==> src/rtl/strap_led_pkg.sv <==
package strap_led_pkg;
  localparam int unsigned NUM_EVT = 2;
  localparam int unsigned EVT_ACT = 0;
  localparam int unsigned EVT_COL = 1;

  typedef struct packed {
    logic adv_fd;
    logic adv_100;
  } strap_t;

  // indicator pins are active low: a lit lamp drives 0
  function automatic logic lamp(input logic on);
    return ~on;
  endfunction
endpackage

==> src/rtl/strap_capture.sv <==
module strap_capture
  import strap_led_pkg::*;
#(
  parameter int unsigned ADDR_W = 5
) (
  input  logic              clk,
  input  logic              rst_n,
  input  logic              dup_pin_in,
  input  logic              spd_pin_in,
  input  logic [ADDR_W-1:0] addr_pins,
  output strap_t            straps,
  output logic [ADDR_W-1:0] addr_q
);
  // sampling window is the reset period itself
  wire sample_en = !rst_n;

  always_ff @(posedge clk) begin
    if (sample_en) begin
      straps.adv_fd  <= dup_pin_in;
      straps.adv_100 <= ~spd_pin_in;
      addr_q         <= addr_pins;
    end
  end

  // no strap movement while running
  p_strap_hold_r3: assert property (@(posedge clk)
    (rst_n && $past(rst_n)) |-> ($stable(straps) && $stable(addr_q)));
  // last sample before release is what is held
  p_strap_capture_r1: assert property (@(posedge clk)
    (rst_n && !$past(rst_n)) |-> (straps.adv_fd == $past(dup_pin_in)
                                  && straps.adv_100 == !$past(spd_pin_in)));
endmodule

==> src/rtl/event_stretch.sv <==
module event_stretch #(
  parameter int unsigned HOLD_CYC = 16
) (
  input  logic clk,
  input  logic rst_n,
  input  logic evt,
  output logic stretched
);
  localparam int unsigned CW = $clog2(HOLD_CYC + 1);
  localparam logic [CW-1:0] LOAD = CW'(HOLD_CYC);

  logic [CW-1:0] cnt;

  function automatic logic [CW-1:0] next_count(input logic [CW-1:0] c, input logic e);
    if (e) return LOAD;
    if (c != '0) return c - 1'b1;
    return c;
  endfunction

  always_ff @(posedge clk) begin
    if (!rst_n) cnt <= '0;
    else        cnt <= next_count(cnt, evt);
  end

  assign stretched = (cnt != '0);

  // an event is visible from the next cycle on
  p_event_load_r7: assert property (@(posedge clk) disable iff (!rst_n)
    evt |=> stretched);
  // the window never closes right after a fresh event
  p_no_early_drop_r7: assert property (@(posedge clk) disable iff (!rst_n)
    $fell(stretched) |-> !$past(evt));
endmodule

==> src/rtl/link_blinker.sv <==
module link_blinker #(
  parameter int unsigned HALF_CYC = 4
) (
  input  logic clk,
  input  logic rst_n,
  input  logic active,
  output logic dark
);
  localparam int unsigned BW = $clog2(HALF_CYC + 1);
  localparam logic [BW-1:0] LAST = BW'(HALF_CYC - 1);

  logic [BW-1:0] cnt;
  wire wrap = active && (cnt == LAST);

  always_ff @(posedge clk) begin
    if (!rst_n || !active) begin
      cnt  <= '0;
      dark <= 1'b0;
    end else if (wrap) begin
      cnt  <= '0;
      dark <= ~dark;
    end else begin
      cnt  <= cnt + 1'b1;
    end
  end

  // blinking only starts out of an active stretch
  p_blink_quiet_r10: assert property (@(posedge clk) disable iff (!rst_n)
    $rose(dark) |-> $past(active));
endmodule

==> src/rtl/strap_led_mux.sv <==
module strap_led_mux
  import strap_led_pkg::*;
#(
  parameter int unsigned ADDR_W      = 5,
  parameter int unsigned STRETCH_CYC = 1250000,
  parameter int unsigned BLINK_CYC   = 2500000
) (
  input  logic              clk,
  input  logic              rst_n,
  input  logic              irq_cfg,
  input  logic [ADDR_W-1:0] addr_pins,
  input  logic              dup_pin_in,
  input  logic              spd_pin_in,
  input  logic              link_up,
  input  logic              speed_100,
  input  logic              full_dup,
  input  logic              act_evt,
  input  logic              col_evt,
  input  logic              mgmt_irq,
  output logic              dup_pin_out,
  output logic              dup_pin_oe,
  output logic              spd_pin_out,
  output logic              spd_pin_oe,
  output logic              link_pin_out,
  output logic              act_pin_out,
  output logic              col_pin_out,
  output logic              strap_adv_fd,
  output logic              strap_adv_100,
  output logic [ADDR_W-1:0] phy_addr
);
  strap_t straps;
  logic   run_q;
  logic   blink_dark;
  logic [NUM_EVT-1:0] evt_raw;
  logic [NUM_EVT-1:0] evt_str;

  strap_capture #(.ADDR_W(ADDR_W)) u_straps (
    .clk(clk), .rst_n(rst_n), .dup_pin_in(dup_pin_in), .spd_pin_in(spd_pin_in),
    .addr_pins(addr_pins), .straps(straps), .addr_q(phy_addr)
  );
  assign strap_adv_fd  = straps.adv_fd;
  assign strap_adv_100 = straps.adv_100;

  // pins turn into outputs one edge after rst_n is seen high
  always_ff @(posedge clk) run_q <= rst_n;

  assign evt_raw[EVT_ACT] = act_evt;
  assign evt_raw[EVT_COL] = col_evt;

  for (genvar g = 0; g < NUM_EVT; g++) begin : g_stretch
    event_stretch #(.HOLD_CYC(STRETCH_CYC)) u_str (
      .clk(clk), .rst_n(rst_n), .evt(evt_raw[g]), .stretched(evt_str[g])
    );
  end

  link_blinker #(.HALF_CYC(BLINK_CYC)) u_blink (
    .clk(clk), .rst_n(rst_n), .active(evt_str[EVT_ACT]), .dark(blink_dark)
  );

  always_comb begin
    dup_pin_out  = 1'b1;
    spd_pin_out  = 1'b0;
    link_pin_out = 1'b1;
    act_pin_out  = 1'b1;
    col_pin_out  = 1'b1;
    if (run_q) begin
      dup_pin_out = lamp(full_dup);
      spd_pin_out = speed_100;
      if (irq_cfg) begin
        col_pin_out  = lamp(mgmt_irq);
        act_pin_out  = lamp(evt_str[EVT_ACT]);
        link_pin_out = lamp(link_up);
      end else begin
        act_pin_out  = lamp(mgmt_irq);
        col_pin_out  = lamp(evt_str[EVT_COL]);
        link_pin_out = lamp(link_up && !(evt_str[EVT_ACT] && blink_dark));
      end
    end
  end

  assign dup_pin_oe = run_q;
  assign spd_pin_oe = run_q;

  // shared pins never drive while the straps are being read
  p_oe_off_r4: assert property (@(posedge clk)
    !rst_n |=> (!dup_pin_oe && !spd_pin_oe));
  p_oe_on_r4: assert property (@(posedge clk)
    rst_n |=> (dup_pin_oe && spd_pin_oe));
  // collision activity cannot reach the pin carrying the interrupt
  p_col_suppressed_r8: assert property (@(posedge clk) disable iff (!rst_n)
    (irq_cfg && !mgmt_irq) |-> col_pin_out);
  // a stretched collision lights its pin in the split layout
  p_col_shown_r9: assert property (@(posedge clk) disable iff (!rst_n)
    (run_q && !irq_cfg && evt_str[EVT_COL]) |-> !col_pin_out);
  // link down keeps the link pin dark whatever the activity
  p_link_dark_r10: assert property (@(posedge clk) disable iff (!rst_n)
    !link_up |-> link_pin_out);
endmodule

==> config.mk <==
export PLATFORM = sky130hd
export DESIGN_NAME = strap_led_mux
export DESIGN_NICKNAME = d
export VERILOG_FILES = /design/src/rtl/strap_led_pkg.sv /design/src/rtl/strap_capture.sv /design/src/rtl/event_stretch.sv /design/src/rtl/link_blinker.sv /design/src/rtl/strap_led_mux.sv
export SDC_FILE = /design/constraint.sdc
export NUM_CORES = 1
export LEC_CHECK = 0
export ABC_CLOCK_PERIOD_IN_PS = 6350
export BUFFER_PORTS_ARGS = -buffer_cell sky130_fd_sc_hd__buf_2
export CAP_MARGIN = 20
export CORE_MARGIN = 3
export CORE_UTILIZATION = 30
export DETAILED_ROUTE_END_ITERATION = 8
export GPL_TIMING_DRIVEN = 0
export PLACE_DENSITY_LB_ADDON = 0.12
export SLEW_MARGIN = 5
export SYNTH_ARGS = -nofsm -noshare
export SYNTH_HDL_FRONTEND = slang
export SYNTH_SLANG_ARGS = --single-unit
==> constraint.sdc <==
create_clock -name clk -period 6.35 [get_ports clk]
set_clock_uncertainty 0.15 [all_clocks]
set_input_delay 1.27 -clock clk [delete_from_list [all_inputs] [get_ports clk]]
set_output_delay 1.27 -clock clk [all_outputs]
set_load 0.01 [all_outputs]
Word level (Yosys, flattened, before mapping)
Index checks and enable logic that the tools add are counted.

storage, ports and cells
  register bits = 73
  input port bits = 16
  output and inout bits = 14
  logic and storage cells = 58

operators by class
  add/sub/neg operators = 3
  equal/unequal tests = 1
  mux-type cells = 26
  bitwise gates (word level) = 8
  reductions and logical operators = 12

operator list
  kind                                                                   count
  21-bit 2-to-1 mux                                                      8
  21-bit nonzero test                                                    2
  21-bit by 1-bit subtractor with 21-bit output (second input constant)  2
  22-bit by 1-bit adder with 22-bit output (second input constant)       1
  22-bit equality test (second input constant)                           1
  1-bit 2-to-1 mux                                                       18
  1-bit NOT                                                              8
  2-bit nonzero test                                                     2
  1-bit logical AND                                                      3
  1-bit zero test                                                        3
  2-bit OR reduction                                                     1
  1-bit logical OR                                                       1

Logic depth before layout (Yosys ltp)
Gate-level depths: netlist of run 1.

  depth in word-level cells = 7
  depth in mapped cells = 8

By module
From an unflattened synthesis of run 1, not the netlist that was laid out.

unflattened totals
  cell total of the unflattened synthesis = 407
  area, all modules = 3669.8 µm²

by module, submodules not included
  module         instances  cells an instance  area an instance (µm²)  seq. area each (µm²)
  event_stretch  2          131                1142.3                  420.4
  link_blinker   1          126                1087.3                  460.4
  strap_capture  1          9                  217.7                   210.2
  strap_led_mux  1          10                 80.1                    20.0

Worst setup path after synthesis of run 1
OpenSTA, ideal clock, no wires.

  kind = register -> output
  start = register g_stretch[1].u_str.cnt[12]
  end = output col_pin_out
  arrival time = 1998 ps
  required time = 4930 ps
  path slack = 2932 ps
  stages on the path, launching flop included = 5
  cells stage by stage = dfxtp_1 > or4_1 > or4_1 > clkbuf_1 > o311ai_1

on the way
  word-level cells in the longest chain between the ends = 4

RTL lines
  item                      RTL line             source
  start: declaration        event_stretch.sv:12  logic [CW-1:0] cnt;
  start signal: assignment  event_stretch.sv:22  else cnt <= next_count(cnt, evt);
  21-bit nonzero test       event_stretch.sv:25  assign stretched = (cnt != '0);
  1-bit NOT                 strap_led_pkg.sv:13  return ~on;
  1-bit 2-to-1 mux          strap_led_mux.sv:69  if (irq_cfg) begin
  1-bit 2-to-1 mux          strap_led_mux.sv:66  if (run_q) begin
  end: declaration          strap_led_mux.sv:26  output logic col_pin_out,

No other way between the ends.

Worst setup path after layout of run 1
  start = register g_stretch[0].u_str.cnt[16]
  end = output act_pin_out

on the way
  word-level cells in the longest chain between the ends = 4

RTL lines
  item                      RTL line             source
  start: declaration        event_stretch.sv:12
  start signal: assignment  event_stretch.sv:22
  21-bit nonzero test       event_stretch.sv:25
  1-bit NOT                 strap_led_pkg.sv:13
  1-bit 2-to-1 mux          strap_led_mux.sv:69
  1-bit 2-to-1 mux          strap_led_mux.sv:66
  end: declaration          strap_led_mux.sv:25  output logic act_pin_out,

No other way between the ends.

==> results of run 1 <==
layer usage:
| metal | GRT usage (%) | wire length, µm |
|---|---|---|
| met1 | 19.3 | 4580 |
| met2 | 23.1 | 4390 |
| met3 | 4.47 | 512 |
| met4 | 5.20 | 191 |
| met5 | 0 | 0 |
state kept, by name, indices dropped and copies added, names as in the netlist:
| name | count |
|---|---|
| dup_pin_oe | 1 |
| g_stretch.u_str.cnt | 42 |
| u_blink.cnt | 22 |
| u_blink.dark | 1 |
| u_straps.addr_q | 5 |
| u_straps.straps | 2 |
cells in the mapped netlist, drive strengths merged (8+ instances only):
library cell	instances	area (µm²)
a211oi	10	75.1
a21oi	19	95.1
and3	8	50.1
clkbuf	12	56.3
dfxtp	66	1320
inv	10	37.5
nand2	24	90.1
nand3	12	60.1
nand4	10	62.6
nor2	19	71.3
nor3	27	150
nor4	15	106
o21ai	15	86.3
o31a	10	90.1
o31ai	11	82.6
or2	10	62.6
or3	14	88.8
or4	24	184
xor2	11	96.3
worst max-delay path, stage by stage (launching register included):
cell and delay, ps:
dfxtp_1 360, or4_1 520, dlymetal6s2s_1 230, nor4_1 770, nand3_1 180, o211ai_1 170
buf_2 180
power by group through the flow:
stage | clock [W] | sequential (W) | combinational, W
3_5_place_dp | 0 | 0.000523 | 0.000174
5_1_grt | 0.000584 | 0.000518 | 0.000195
3_3_place_gp | 0 | 0.000522 | 0.000172
6_report | 0.000549 | 0.000513 | 0.000173
2_1_floorplan | 0 | 0.000518 | 0.000124
4_1_cts | 0.000568 | 0.000513 | 0.000174
layout make-up:
cell class / count / area, µm²
fillers: 1254 / 7650
multi-input cells: 308 / 2030
flip-flops and latches: 73 / 1530
clock buffers: 13 / 250
well taps: 168 / 210
repair buffers: 30 / 150
plain buffers: 20 / 124
clock inverters: 3 / 65.1
inverters: 11 / 41.3
logic make-up after synthesis:
| group | share of synthesized area (%) |
|---|---|
| AO/OA/AOI/OAI | 17.6 |
| XOR/XNOR | 2.82 |
| adder cells (fa/ha/maj) | 1.34 |
| buffers and inverters | 4.43 |
| flip-flops | 41.0 |
| multiplexers | 2.18 |
| AND/OR/NAND/NOR | 30.6 |
layout by cell type, fill, tap and decap left out, drive strengths merged, types with 6 or more instances in the layout:
cell type	n
nand3	12
edfxtp	7
o31ai	11
o31a	10
nand4	10
a211oi	10
and3	8
or2	10
clkbuf	25
or3	14
nor2	19
nand2	24
xor2	11
o21ai	15
buf	37
or4	24
a31oi	6
inv	10
a21oi	19
mux2i	7
nor3	27
dfxtp	66
nor4	15
nand2b	7
per-stage QoR:
| step | util (%) | setup WS [ps] |
|---|---|---|
| 6_report | 36.5 | 2190 |
| 3_3_place_gp | 33.9 | 2500 |
| 2_1_floorplan | - | 2930 |
| 5_1_grt | 36.5 | 1820 |
| 4_1_cts | 36.5 | 2140 |
| 3_5_place_dp | 33.9 | 2520 |
final timing paths:
kind / startpoint / end / slack, ps / depth (start not counted)
setup / recovery: g_stretch[0].u_str.cnt[16]$_SDFFE_PN0P_ / act_pin_out / 2190 / 6
hold / removal: u_blink.dark$_SDFFE_PP0P_ / u_blink.dark$_SDFFE_PP0P_ / 310 / 2
setup reg to reg: g_stretch[1].u_str.cnt[0]$_SDFFE_PN0P_ / g_stretch[1].u_str.cnt[18]$_SDFFE_PN0P_ / 3720 / 6
hold reg to reg: u_blink.dark$_SDFFE_PP0P_ / u_blink.dark$_SDFFE_PP0P_ / 310 / 2
==> metrics.cfg, run 1 <==
[logic_synthesis]
syn_area_um2=3730
synth_nets=432
synth_seq_cells=73
ys_async_sr_fraction_pct=0
synthFlopType=dfxtp_1
syn_area_per_cell_um2=9.06
synthDistinctLibCells=67
synth_enable_flop_cells=7
ys_seq_area_share_pct=41.0
synthCells=412
yosysWarningCount=0

[routing]
wl_mm=9.67
wire_per_inst_um=15.4
num_vias=3323
final_antenna_net_count=0
drtPass1Iterations=4
drt_iter0_drc=134
drc=0
route.detailed.vias_per_inst=5.31

[global_route]
antenna_found_initial=0
globalRouteTotalUtil_pct=14.7
grt_max_degree=15
grt_pass1_wl_mm=16.5
grt_pass1_vias=3177
globalRouteOverflowTotal=0

[sta]
min_period_ps=4160
relSlewSlack_pct=34.2
setup_violations=0
fmax_mhz=240
rsz0062_at_grt=no
hold_ws_ps=306
timing.final.hold_violations=0
maxSlewViolCount=0
finalCritPeriodShare_pct=65.5
fin_tns_setup_ps=0
worstMarginPinSlew_ps=980

[layout]
insertedDiodeCount=0
drive_above_1_share_pct=17.2
instances_no_fill=626
fin_area_um2=4410
area_growth_pct=18.1
nNetsFinal=473

[pwr]
power_w=0.00124
intPower_w=0.000914
clkPwrFrac_pct=44.4
p_seq_share_pct=41.6
p_leak_nw=1.58
peakVddDrop_v=0.000134
p_comb_share_pct=14.0
pwr_density_cell_nw_per_um2=280
p_sw_w=0.000321
switching_share_pct=26.0

[floorplanning]
num_rows=40
core_region_area_um2=12100
io_pins=30
die_h_um=118
die_area_um2=13800
die_width_um=118
start_util_pct=30.9

[clock_network]
clock-root-buffer=clkbuf_16
numCtsBuffers=9
tritoncts=yes
ctsResizeCount=0
cts_setup_buffers=0
holdBufCountCts=0
insertion_delay_ps=340
clock_sinks=73
clk_path_buf_depth=2
path_clk_slew_ps=60
cts-htree-levels=3

[placed_design]
dp.cells=610
dpl_cell_area_um2=4090
place_congestion=0.793
numPortBuffers=29
dpl.hpwl_mm=6.73

[setup_path]
endpoint_kind=primary output
crit_type=flop to primary output
setup.worst_path.start_class=flop
path_max_fanout=7
cp.required_ps=4930
cp.arrival_ps=2740

[status]
status=completed

[job]
cap_violations=0

[min_path]
min-delay-path-class=flop to flop

Power figures use the tool's default switching activity.
==> run 2: changes to the inputs <==
--- a/config.mk
+++ b/config.mk
@@ -5,7 +5,7 @@
 export SDC_FILE = /design/constraint.sdc
 export NUM_CORES = 1
 export LEC_CHECK = 0
-export ABC_CLOCK_PERIOD_IN_PS = 6350
+export ABC_CLOCK_PERIOD_IN_PS = 3900
 export BUFFER_PORTS_ARGS = -buffer_cell sky130_fd_sc_hd__buf_2
 export CAP_MARGIN = 20
 export CORE_MARGIN = 3
==> constraint.sdc (replaced) <==
create_clock -name clk -period 3.9 [get_ports clk]
set_clock_uncertainty 0.15 [all_clocks]
set_input_delay 0.78 -clock clk [delete_from_list [all_inputs] [get_ports clk]]
set_output_delay 0.78 -clock clk [all_outputs]
set_load 0.01 [all_outputs]
==> run 2 against run 1 <==
Hold slack is essentially flat. First-iteration DRC count grew 13%. Clock power grew 63%. Power grew 63%. Sequential cell count is the same. Worst setup slack lost 1900 ps. Non-clock buffer count is the same. Design area grew 0.14%. Sequential share of layout area is essentially flat. Count of clock-buffer cells in the layout is the same. Register-to-register slack lost 2500 ps.
==> metrics.cfg, run 2 (synthesized netlist as in run 1, its figures left out) <==
[sta]
rsz0062_at_grt=no
maxSlewViolCount=0  ; unchanged
hold_ws_ps=307  ; +0.214 ps
timing.final.hold_violations=0  ; unchanged
min_period_ps=3610
setup_violations=0  ; unchanged
relSlewSlack_pct=34.4  ; +0.20 points
finalCritPeriodShare_pct=92.7
worstMarginPinSlew_ps=977  ; -2.96 ps
fin_tns_setup_ps=0  ; unchanged
fmax_mhz=277

[clock_network]
cts_setup_buffers=0  ; unchanged
holdBufCountCts=0  ; unchanged
clock_sinks=73  ; unchanged
tritoncts=yes
path_clk_slew_ps=50  ; about the same
insertion_delay_ps=340  ; about the same
cts-htree-levels=3  ; unchanged
clock-root-buffer=clkbuf_16
numCtsBuffers=9  ; unchanged
clk_path_buf_depth=2  ; unchanged

[placed_design]
dpl.hpwl_mm=6.73  ; unchanged
numPortBuffers=29  ; unchanged
dp.cells=610  ; unchanged
place_congestion=0.793  ; unchanged

[min_path]
min-delay-path-class=flop to flop

[floorplanning]
die_area_um2=13800  ; unchanged
num_rows=40  ; unchanged
core_region_area_um2=12100  ; unchanged
die_width_um=118  ; unchanged
io_pins=30  ; unchanged
die_h_um=118  ; unchanged
start_util_pct=30.9  ; unchanged

[global_route]
grt_pass1_vias=3177  ; unchanged
globalRouteTotalUtil_pct=14.7  ; unchanged
grt_max_degree=15  ; unchanged
antenna_found_initial=0  ; unchanged
grt_pass1_wl_mm=16.5  ; unchanged
globalRouteOverflowTotal=0  ; unchanged

[setup_path]
path_max_fanout=9  ; +2
r2r_end=g_stretch[1].u_str.cnt[18]$_SDFFE_PN0P_
reg2reg_slack_ps=1270  ; -2450 ps
endpoint_kind=primary output
critPathLaunch=g_stretch[1].u_str.cnt[12]$_SDFFE_PN0P_
crit_type=flop to primary output
cp.required_ps=2970  ; -1960 ps
reg2reg_from=g_stretch[1].u_str.cnt[0]$_SDFFE_PN0P_
cp-endpoint=col_pin_out
cp.arrival_ps=2680  ; -60 ps
reg2reg_depth=6  ; unchanged
setup.worst_path.start_class=flop

[routing]
dr_wl_met3_um=526  ; +2.7%
drt_iter0_drc=151  ; +13%
drt-met1-wl_mm=4.50  ; -1.8%
final_antenna_net_count=0  ; unchanged
drtPass1Iterations=5  ; +1
wl_mm=9.65  ; -0.18%
route.detailed.vias_per_inst=5.31  ; about the same
wire_per_inst_um=15.4  ; -0.18%
wl_met2_mm=4.44  ; +1.1%
num_vias=3325  ; +0.060%
drc=0  ; unchanged
topRoutingLayerUsed=met4

[job]
cap_violations=0  ; unchanged

[pwr]
peakVddDrop_v=0.000218  ; +63%
p_leak_nw=1.58  ; about the same
power_w=0.00201  ; +63%
pwr_density_cell_nw_per_um2=456  ; +63%

[layout]
fill_cells=1253  ; -0.080%
nNetsFinal=473  ; unchanged
drive_above_1_share_pct=17.5  ; +0.22 points
reg_top3=g_stretch.u_str.cnt: 42 flops, u_blink.cnt: 22 flops, u_straps.addr_q: 5 flops
instances_no_fill=626  ; unchanged
mostFrequentLayoutCells=dfxtp_1 (66), buf_2 (32), nand2_1 (24), nor3_1 (24), or4_1 (23)
largest-register=g_stretch.u_str.cnt
largest_reg_flops=42  ; unchanged
final_common_cell=dfxtp_1
insertedDiodeCount=0  ; unchanged
area_growth_pct=18.3

[status]
status=completed

==> run 2: cell counts in the layout (fill, tap and decap cells not counted) <==
Identical to the previous run, type by type.
==> run 2: critical path, stage by stage (launching register included) <==
cell and delay, ps:
dfxtp_1 370, or4_1 670, or4_1 500, clkbuf_1 250, o311ai_1 370, buf_2 200
==> run 2: how the worst min path moves through the flow <==
stage,depth (start not counted),from,slack [ps],to
floorplan,2,u_blink.dark$_SDFFE_PP0P_,290,u_blink.dark$_SDFFE_PP0P_
global placement,2,u_blink.dark$_SDFFE_PP0P_,300,u_blink.dark$_SDFFE_PP0P_
detailed placement,2,u_blink.dark$_SDFFE_PP0P_,300,u_blink.dark$_SDFFE_PP0P_
CTS,2,u_blink.dark$_SDFFE_PP0P_,310,u_blink.dark$_SDFFE_PP0P_
global route,2,u_blink.dark$_SDFFE_PP0P_,350,u_blink.dark$_SDFFE_PP0P_
finish,2,u_blink.dark$_SDFFE_PP0P_,310,u_blink.dark$_SDFFE_PP0P_
==> run 2: area by class of cell <==
type                       instances  area, µm²  area share [%]
multi-input combinational        308       2040            46.2
sequential                        73       1530            34.7
clock buffer                      13        250            5.67
tap                              168        210            4.76
timing repair buffer              30        150            3.40
buffer                            20        124            2.81
clock inverter                     3       65.1            1.47
inverter                          11       41.3           0.936
==> run 2: stage by stage <==
stage	worst slack, ps	area, µm²	utilization (%)
final	286	4410	36.6
after global routing	112	4410	36.6
after floorplan	972	3730	-
after CTS	177	4410	36.5
after global placement	545	4090	33.9
after detailed placement	562	4090	33.9
==> run 2: timing repair <==
| item | 4_1_cts | 5_1_grt |
|---|---|---|
| resized for setup | 0 | 1 |
| endpoints found under the setup margin | 0 | 1 |
| hold endpoints to repair | 0 | 0 |
==> run 2: metal layers <==
metal,up-vias,track usage [%]
met4,0,5.20
met1,1566,19.3
met2,75,23.1
met5,-,0
met3,15,4.47
li1,1669,-
==> run 2: power by group <==
group / total (W) / leakage [nW] / switching (W) / internal [W]
logic: 0.000283 / 0.818 / 0.000169 / 0.000115
registers: 0.000836 / 0.609 / 0.0000391 / 0.000797
clock network: 0.000893 / 0.154 / 0.000316 / 0.000577
